**src/rtl/irq_route_pkg.sv**
```systemverilog
package irq_route_pkg;

    // Bit positions of the low configuration word
    localparam int unsigned LO_DSTAT = 12;
    localparam int unsigned LO_RIRR  = 14;
    localparam logic [31:0] LO_RW_MASK = 32'h0001_AFFF;

    typedef struct packed {
        logic       mask;
        logic       trig;      // 1 = level
        logic       pol;       // 1 = active low
        logic       dstmode;
        logic [2:0] dmode;
        logic [7:0] vector;
        logic [7:0] dest;
    } rte_cfg_t;

    typedef struct packed {
        logic [7:0] vector;
        logic [2:0] dmode;
        logic       dstmode;
        logic [7:0] dest;
        logic       level;
    } route_msg_t;

    typedef enum logic [0:0] {
        ST_IDLE  = 1'b0,
        ST_OFFER = 1'b1
    } dlv_state_t;

endpackage

```
**src/rtl/irq_rte_entry.sv**
```systemverilog
module irq_rte_entry
    import irq_route_pkg::*;
(
    input  logic              clk,
    input  logic              rst_n,
    input  logic              wr_lo,
    input  logic              wr_hi,
    input  logic [31:0]       wdata,
    input  logic              pin,
    input  logic              eoi_valid,
    input  logic [7:0]        eoi_vector,
    input  logic              accepted,
    output rte_cfg_t          cfg,
    output logic              pend,
    output logic              rirr,
    output logic [31:0]       lo_word,
    output logic [31:0]       hi_word
);

    logic prev_act;
    logic act;
    logic set_edge;
    logic set_level;
    logic eoi_hit;
    logic wdata_unused;

    assign wdata_unused = ^{wdata[23:17], wdata[14], wdata[12]};

    assign act       = pin ^ cfg.pol;
    assign set_edge  = !cfg.trig && !cfg.mask && act && !prev_act;
    assign set_level = cfg.trig && !cfg.mask && act && !rirr && !pend;
    assign eoi_hit   = eoi_valid && cfg.trig && rirr && (eoi_vector == cfg.vector);

    always_ff @(posedge clk) begin
        if (!rst_n) begin
            cfg      <= '0;
            cfg.mask <= 1'b1;
            pend     <= 1'b0;
            rirr     <= 1'b0;
            prev_act <= 1'b0;
        end else begin
            prev_act <= act;
            if (wr_lo) begin
                cfg.vector  <= wdata[7:0];
                cfg.dmode   <= wdata[10:8];
                cfg.dstmode <= wdata[11];
                cfg.pol     <= wdata[13];
                cfg.trig    <= wdata[15];
                cfg.mask    <= wdata[16];
            end
            if (wr_hi) begin
                cfg.dest <= wdata[31:24];
            end
            if (accepted) begin
                pend <= 1'b0;
            end
            if (set_edge || set_level) begin
                pend <= 1'b1;
            end
            if (accepted && cfg.trig) begin
                rirr <= 1'b1;
            end else if (eoi_hit) begin
                rirr <= 1'b0;
            end
        end
    end

    assign lo_word = {15'b0, cfg.mask, cfg.trig, rirr, cfg.pol, pend,
                      cfg.dstmode, cfg.dmode, cfg.vector};
    assign hi_word = {cfg.dest, 24'b0};

endmodule

```
**src/rtl/irq_lowest_pick.sv**
```systemverilog
module irq_lowest_pick #(
    parameter int unsigned N  = 24,
    parameter int unsigned IW = 5
) (
    input  logic [N-1:0]  req,
    output logic          any,
    output logic [IW-1:0] idx
);

    always_comb begin
        idx = '0;
        for (int i = N - 1; i >= 0; i--) begin
            if (req[i]) begin
                idx = IW'(i);
            end
        end
    end

    assign any = |req;

endmodule

```
**src/rtl/irq_route_ctrl.sv**
```systemverilog
module irq_route_ctrl
    import irq_route_pkg::*;
#(
    parameter int unsigned N_ENT    = 24,
    parameter logic [7:0]  VER_CODE = 8'h11
) (
    input  logic              clk,
    input  logic              rst_n,
    input  logic              acc_valid,
    input  logic              acc_write,
    input  logic [4:0]        acc_addr,
    input  logic [31:0]       acc_wdata,
    output logic [31:0]       acc_rdata,
    input  logic [N_ENT-1:0]  irq_pins,
    input  logic              eoi_valid,
    input  logic [7:0]        eoi_vector,
    output logic              msg_req,
    input  logic              msg_ack,
    output logic [7:0]        msg_vector,
    output logic [2:0]        msg_dmode,
    output logic              msg_dest_mode,
    output logic [7:0]        msg_dest,
    output logic              msg_level
);

    localparam int unsigned IW       = (N_ENT > 1) ? $clog2(N_ENT) : 1;
    localparam logic [7:0]  TAB_BASE = 8'h10;
    localparam logic [7:0]  TAB_LAST = 8'(16 + 2 * N_ENT - 1);
    localparam logic [7:0]  MAX_ENT  = 8'(N_ENT - 1);

    logic [7:0]  index_q;
    logic [7:0]  id_q;
    logic        sel_idx_reg;
    logic        sel_data;
    logic        wr_data;

    rte_cfg_t    cfg_arr [N_ENT];
    logic [31:0] lo_arr  [N_ENT];
    logic [31:0] hi_arr  [N_ENT];
    logic [N_ENT-1:0] pend_v;
    logic [N_ENT-1:0] rirr_v;
    logic [N_ENT-1:0] mask_v;
    logic [N_ENT-1:0] cand_v;

    dlv_state_t  state_q, state_d;
    logic [IW-1:0] sel_q;
    logic [IW-1:0] pick_idx;
    logic          pick_any;
    route_msg_t    msg_q;
    logic [31:0]   win_rdata;

    assign sel_idx_reg = (acc_addr == 5'h00);
    assign sel_data    = (acc_addr == 5'h10);
    assign wr_data     = acc_valid && acc_write && sel_data;

    // Index and ID registers
    always_ff @(posedge clk) begin
        if (!rst_n) begin
            index_q <= '0;
            id_q    <= '0;
        end else begin
            if (acc_valid && acc_write && sel_idx_reg) begin
                index_q <= acc_wdata[7:0];
            end
            if (wr_data && index_q == 8'h00) begin
                id_q <= acc_wdata[31:24];
            end
        end
    end

    // Routing entries
    for (genvar g = 0; g < N_ENT; g++) begin : g_ent
        localparam logic [7:0] LO_IX = 8'(16 + 2 * g);
        localparam logic [7:0] HI_IX = 8'(16 + 2 * g + 1);
        logic accepted_g;

        assign accepted_g = (state_q == ST_OFFER) && msg_ack && (sel_q == IW'(g));

        irq_rte_entry u_ent (
            .clk        (clk),
            .rst_n      (rst_n),
            .wr_lo      (wr_data && index_q == LO_IX),
            .wr_hi      (wr_data && index_q == HI_IX),
            .wdata      (acc_wdata),
            .pin        (irq_pins[g]),
            .eoi_valid  (eoi_valid),
            .eoi_vector (eoi_vector),
            .accepted   (accepted_g),
            .cfg        (cfg_arr[g]),
            .pend       (pend_v[g]),
            .rirr       (rirr_v[g]),
            .lo_word    (lo_arr[g]),
            .hi_word    (hi_arr[g])
        );
        assign mask_v[g] = cfg_arr[g].mask;
    end

    assign cand_v = pend_v & ~mask_v;

    irq_lowest_pick #(.N(N_ENT), .IW(IW)) u_pick (
        .req (cand_v),
        .any (pick_any),
        .idx (pick_idx)
    );

    // Read path
    always_comb begin
        win_rdata = '0;
        if (index_q == 8'h00) begin
            win_rdata = {id_q, 24'b0};
        end else if (index_q == 8'h01) begin
            win_rdata = {8'b0, MAX_ENT, 8'b0, VER_CODE};
        end else if (index_q >= TAB_BASE && index_q <= TAB_LAST) begin
            if (index_q[0]) begin
                win_rdata = hi_arr[IW'((index_q - TAB_BASE) >> 1)];
            end else begin
                win_rdata = lo_arr[IW'((index_q - TAB_BASE) >> 1)];
            end
        end
    end

    assign acc_rdata = sel_idx_reg ? {24'b0, index_q} :
                       sel_data    ? win_rdata : 32'b0;

    // Delivery state register
    always_ff @(posedge clk) begin
        if (!rst_n) begin
            state_q <= ST_IDLE;
        end else begin
            state_q <= state_d;
        end
    end

    // Next state
    always_comb begin
        state_d = state_q;
        unique case (state_q)
            ST_IDLE:  if (pick_any) state_d = ST_OFFER;
            ST_OFFER: if (msg_ack)  state_d = ST_IDLE;
        endcase
    end

    // Message latch on the pick transition
    always_ff @(posedge clk) begin
        if (!rst_n) begin
            sel_q <= '0;
            msg_q <= '0;
        end else if (state_q == ST_IDLE && pick_any) begin
            sel_q         <= pick_idx;
            msg_q.vector  <= cfg_arr[pick_idx].vector;
            msg_q.dmode   <= cfg_arr[pick_idx].dmode;
            msg_q.dstmode <= cfg_arr[pick_idx].dstmode;
            msg_q.dest    <= cfg_arr[pick_idx].dest;
            msg_q.level   <= cfg_arr[pick_idx].trig;
        end
    end

    // Outputs
    always_comb begin
        msg_req       = (state_q == ST_OFFER);
        msg_vector    = msg_q.vector;
        msg_dmode     = msg_q.dmode;
        msg_dest_mode = msg_q.dstmode;
        msg_dest      = msg_q.dest;
        msg_level     = msg_q.level;
    end

endmodule

```
**config.mk**
```make
export PLATFORM = sky130hd
export DESIGN_NAME = irq_route_ctrl
export DESIGN_NICKNAME = d
export VERILOG_FILES = /design/src/rtl/irq_route_pkg.sv /design/src/rtl/irq_rte_entry.sv /design/src/rtl/irq_lowest_pick.sv /design/src/rtl/irq_route_ctrl.sv
export SDC_FILE = /design/constraint.sdc
export NUM_CORES = 2
export LEC_CHECK = 0
export CORE_MARGIN = 10
export CORE_UTILIZATION = 40
export CTS_CLUSTER_SIZE = 16
export DETAILED_ROUTE_END_ITERATION = 8
export DONT_BUFFER_PORTS = 1
export GPL_ROUTABILITY_DRIVEN = 0
export MAX_ROUTING_LAYER = met4
export PLACE_DENSITY = 0.62
export SKIP_CTS_REPAIR_TIMING = 1
export SYNTH_ARGS = -nofsm -noshare
export SYNTH_HDL_FRONTEND = slang
export SYNTH_HIERARCHICAL = 1
export SYNTH_SLANG_ARGS = --single-unit
```
**constraint.sdc**
```tcl
create_clock -name clk -period 2.75 [get_ports clk]
set_input_delay 0.275 -clock clk [delete_from_list [all_inputs] [get_ports clk]]
set_output_delay 0.275 -clock clk [all_outputs]
set_load 0.02 [all_outputs]
```
==> impl_results.md <==
* Total core area at 0.142 mm²
* Die Span X at 398 µm
* Clk_lat worst skew at 650 ps
* Largest cells by area after synthesis: dfxtp_1 (23%), mux4_2 (22%), buf_4 (21%)
* Global routing usage on met3 at 2.63%
* Ys Warns at 6
* Nets at 5181
* Worst-path fanout max at 8
* Post-route antenna net violation count at 0
* Yosys top cell by area: dfxtp_1
* Met2 global-route usage at 30.1%
* Tcrit/Tclk final at 127%
* Setup slack after layout at -729 ps
* Combinational Power Share at 6.3%
* Root buffer cell: clkbuf_16
* Remaining global-route overflow at 0
* Layout area overhead at 2.93%
* FF+latch count, synth at 667
* CTS Buf Count at 72
* Switching power at 4900 µW
* CTS tree: yes
* Placed instance area at 0.0532 mm²
* Worst Skew at 32.2 ps
* Ports at 129
* Row count at 138
* Flop pwr share at 46.0%
* 1st-pass router iterations at 7
* Util after Layout at 41.5%
* EDFF count, synth at 0
* WL/cell at 21.6 µm
* Largest net degree at the start of global routing at 668
* Pwr/cell area at 358 mW/mm²
* Post-Place Worst Slack at -648 ps
* Maximum clock rate at 0.287 GHz
* Setup tns final at -25770 ps
* Total Power Consumption at 21100 µW
* Setup Crit Path Kind: flip-flop to output pin
* Internal power at 16200 µW
* Met1 GRT Util at 23.4%
* Die height at 398 µm
* Cells after Synth at 5395
* Clock sinks at 667
* Max-cap violations at 0
* Max Slew Vio Count at 0
* Share of cells above drive strength 1 at 27.3%
* CP Launch Type: flip-flop
* Post-route cell area at 0.0588 mm²
* Cell Area, Synth at 0.0572 mm²
* Min Tclk post-route at 3480 ps
* Top cells by count, synth: buf_4 (1579), dfxtp_1 (667), mux2i_1 (625), nor2b_1 (598), mux4_2 (570)
* Switch share at 23.3%
* Leakage power at 0.0207 µW
* Top-count cell post-synth: buf_4
* Synth cell types at 58
* Port Buf Inserts at 0
* Via/cell ratio at 5.07
* Synth Flop Type: dfxtp_1
* Worst vdd ir at 471 µV
* H-tree depth at 3
* # DRC at 0
* Status: complete, but fails checks
* Worst-margin pin slew at 1240 ps
* Max clock buf depth at 3
* WP data arrival at 3200 ps
* Hold Crit Class: input pin to flip-flop
* Register area share after synthesis at 23.4%
* CP endpoint kind: output pin
* Relative slew slack at 17.5%
* Busiest grt layer: met2
* Synth top area share at 23.4%
* Failing checks: setup timing
* RSZ-0062 raised after global routing: yes
* Initial core utilization at 40.3%
* Via Count at 35700
* Final hold violations at 0
* CP required at 2480 ps
* Mapped Avg Cell Area at 10.6 µm²
* Clock network power share at 47.7%
* # setup viols final at 49
* Synth async-reset ratio at 0%
* Clk slew on worst S/H paths at 60 ps
* Number of global-route vias before repair at 34300
* Initial antenna violation count at 20
* DRT Wirelength at 153 mm
* Die Footprint at 0.158 mm²
* Gr usage total at 18.3%
* First-pass GRT wire length at 218 mm
* DP Wirelength at 106 mm
* Initial drt markers at 3069
[layer usage]
layer  vias to the layer above  share of wire (%)
met2                      1219                 48
met4                         0                3.6
li1                      16100                  -
met3                       311                6.8
met1                     18100                 42
met5                         -                  0
[critical path, cell delays in order (launching register included)]
cell and delay, ps:
dfxtp_4 380, buf_12 190, buf_16 170, buf_8 130, clkbuf_16 150, mux4_2 480
mux4_2 580, a22oi_2 200, nand2_2 90, buf_6 150
[kinds of logic (layout without fill, tap and decap cells)]
kind of cell	Yosys count	after routing	synth area share [%]
buffers and inverters	1873	719	24.1
multiplexers	1203	1203	33.6
AND/OR/NAND/NOR	1068	1068	11.0
flip-flops	667	667	23.4
AO/OA/AOI/OAI	340	340	4.34
XOR/XNOR	216	216	3.31
other	24	945	0.158
adder cells (fa/ha/maj)	4	4	0.0876
[flip-flops by register name (all words and copies together) (netlist names)]
name	flops
msg_dest_mode	1
id_q	8
g_ent.u_ent/prev_act	24
msg_level	1
msg_dest	8
sel_q	5
g_ent.u_ent/rirr	24
index_q	8
g_ent.u_ent/cfg	552
g_ent.u_ent/pend	24
msg_vector	8
msg_req	1
msg_dmode	3
[through the flow]
stage	cells	hold slack (ps)
4_1_cts	6859	-250
3_3_place_gp	6734	413
2_1_floorplan	6307	403
5_1_grt	7051	7.98
6_report	7052	1.17
3_5_place_dp	6734	417
[final timing paths]
path	start	to	slack, ps	cells after the start
max reg2reg	g_ent[19].u_ent/pend	msg_level	-460	15
min	eoi_vector[3]	g_ent[19].u_ent/rirr	1	3
min reg2reg	sel_q[3]	sel_q[3]	510	2
max	index_q[2]	acc_rdata[31]	-730	9
[final cells by class]
class / count / area [µm²]
fill: 13500 / 82900
multi-input combinational: 3767 / 34200
sequential: 667 / 13400
timing repair buffer: 564 / 6370
tap: 1890 / 2360
clock buffer: 106 / 2170
clock inverter: 19 / 216
inverter: 30 / 113
antenna: 9 / 22.5
[cell usage in the layout, fill, tap and decap left out, types with 78 or more instances in the layout]
| cell type | count |
|---|---|
| conb_1 | 936 |
| dfxtp_1 | 660 |
| mux2i_1 | 610 |
| nor2b_1 | 583 |
| mux4_2 | 570 |
| buf_4 | 309 |
| xor2_1 | 216 |
| nand2_1 | 142 |
| clkbuf_16 | 95 |
| buf_12 | 95 |
| nor2_1 | 91 |
| dlygate4sd3_1 | 78 |
[power by group through the flow]
| stage | clock [µW] | sequential, µW | combinational, µW |
|---|---|---|---|
| after global routing | 10600 | 9680 | 1460 |
| after floorplan | 0 | 9900 | 1790 |
| final | 10100 | 9680 | 1330 |
| after global placement | 0 | 9900 | 826 |
| after detailed placement | 0 | 9900 | 827 |
| after CTS | 10200 | 9680 | 830 |
Power figures use the tool's default switching activity.
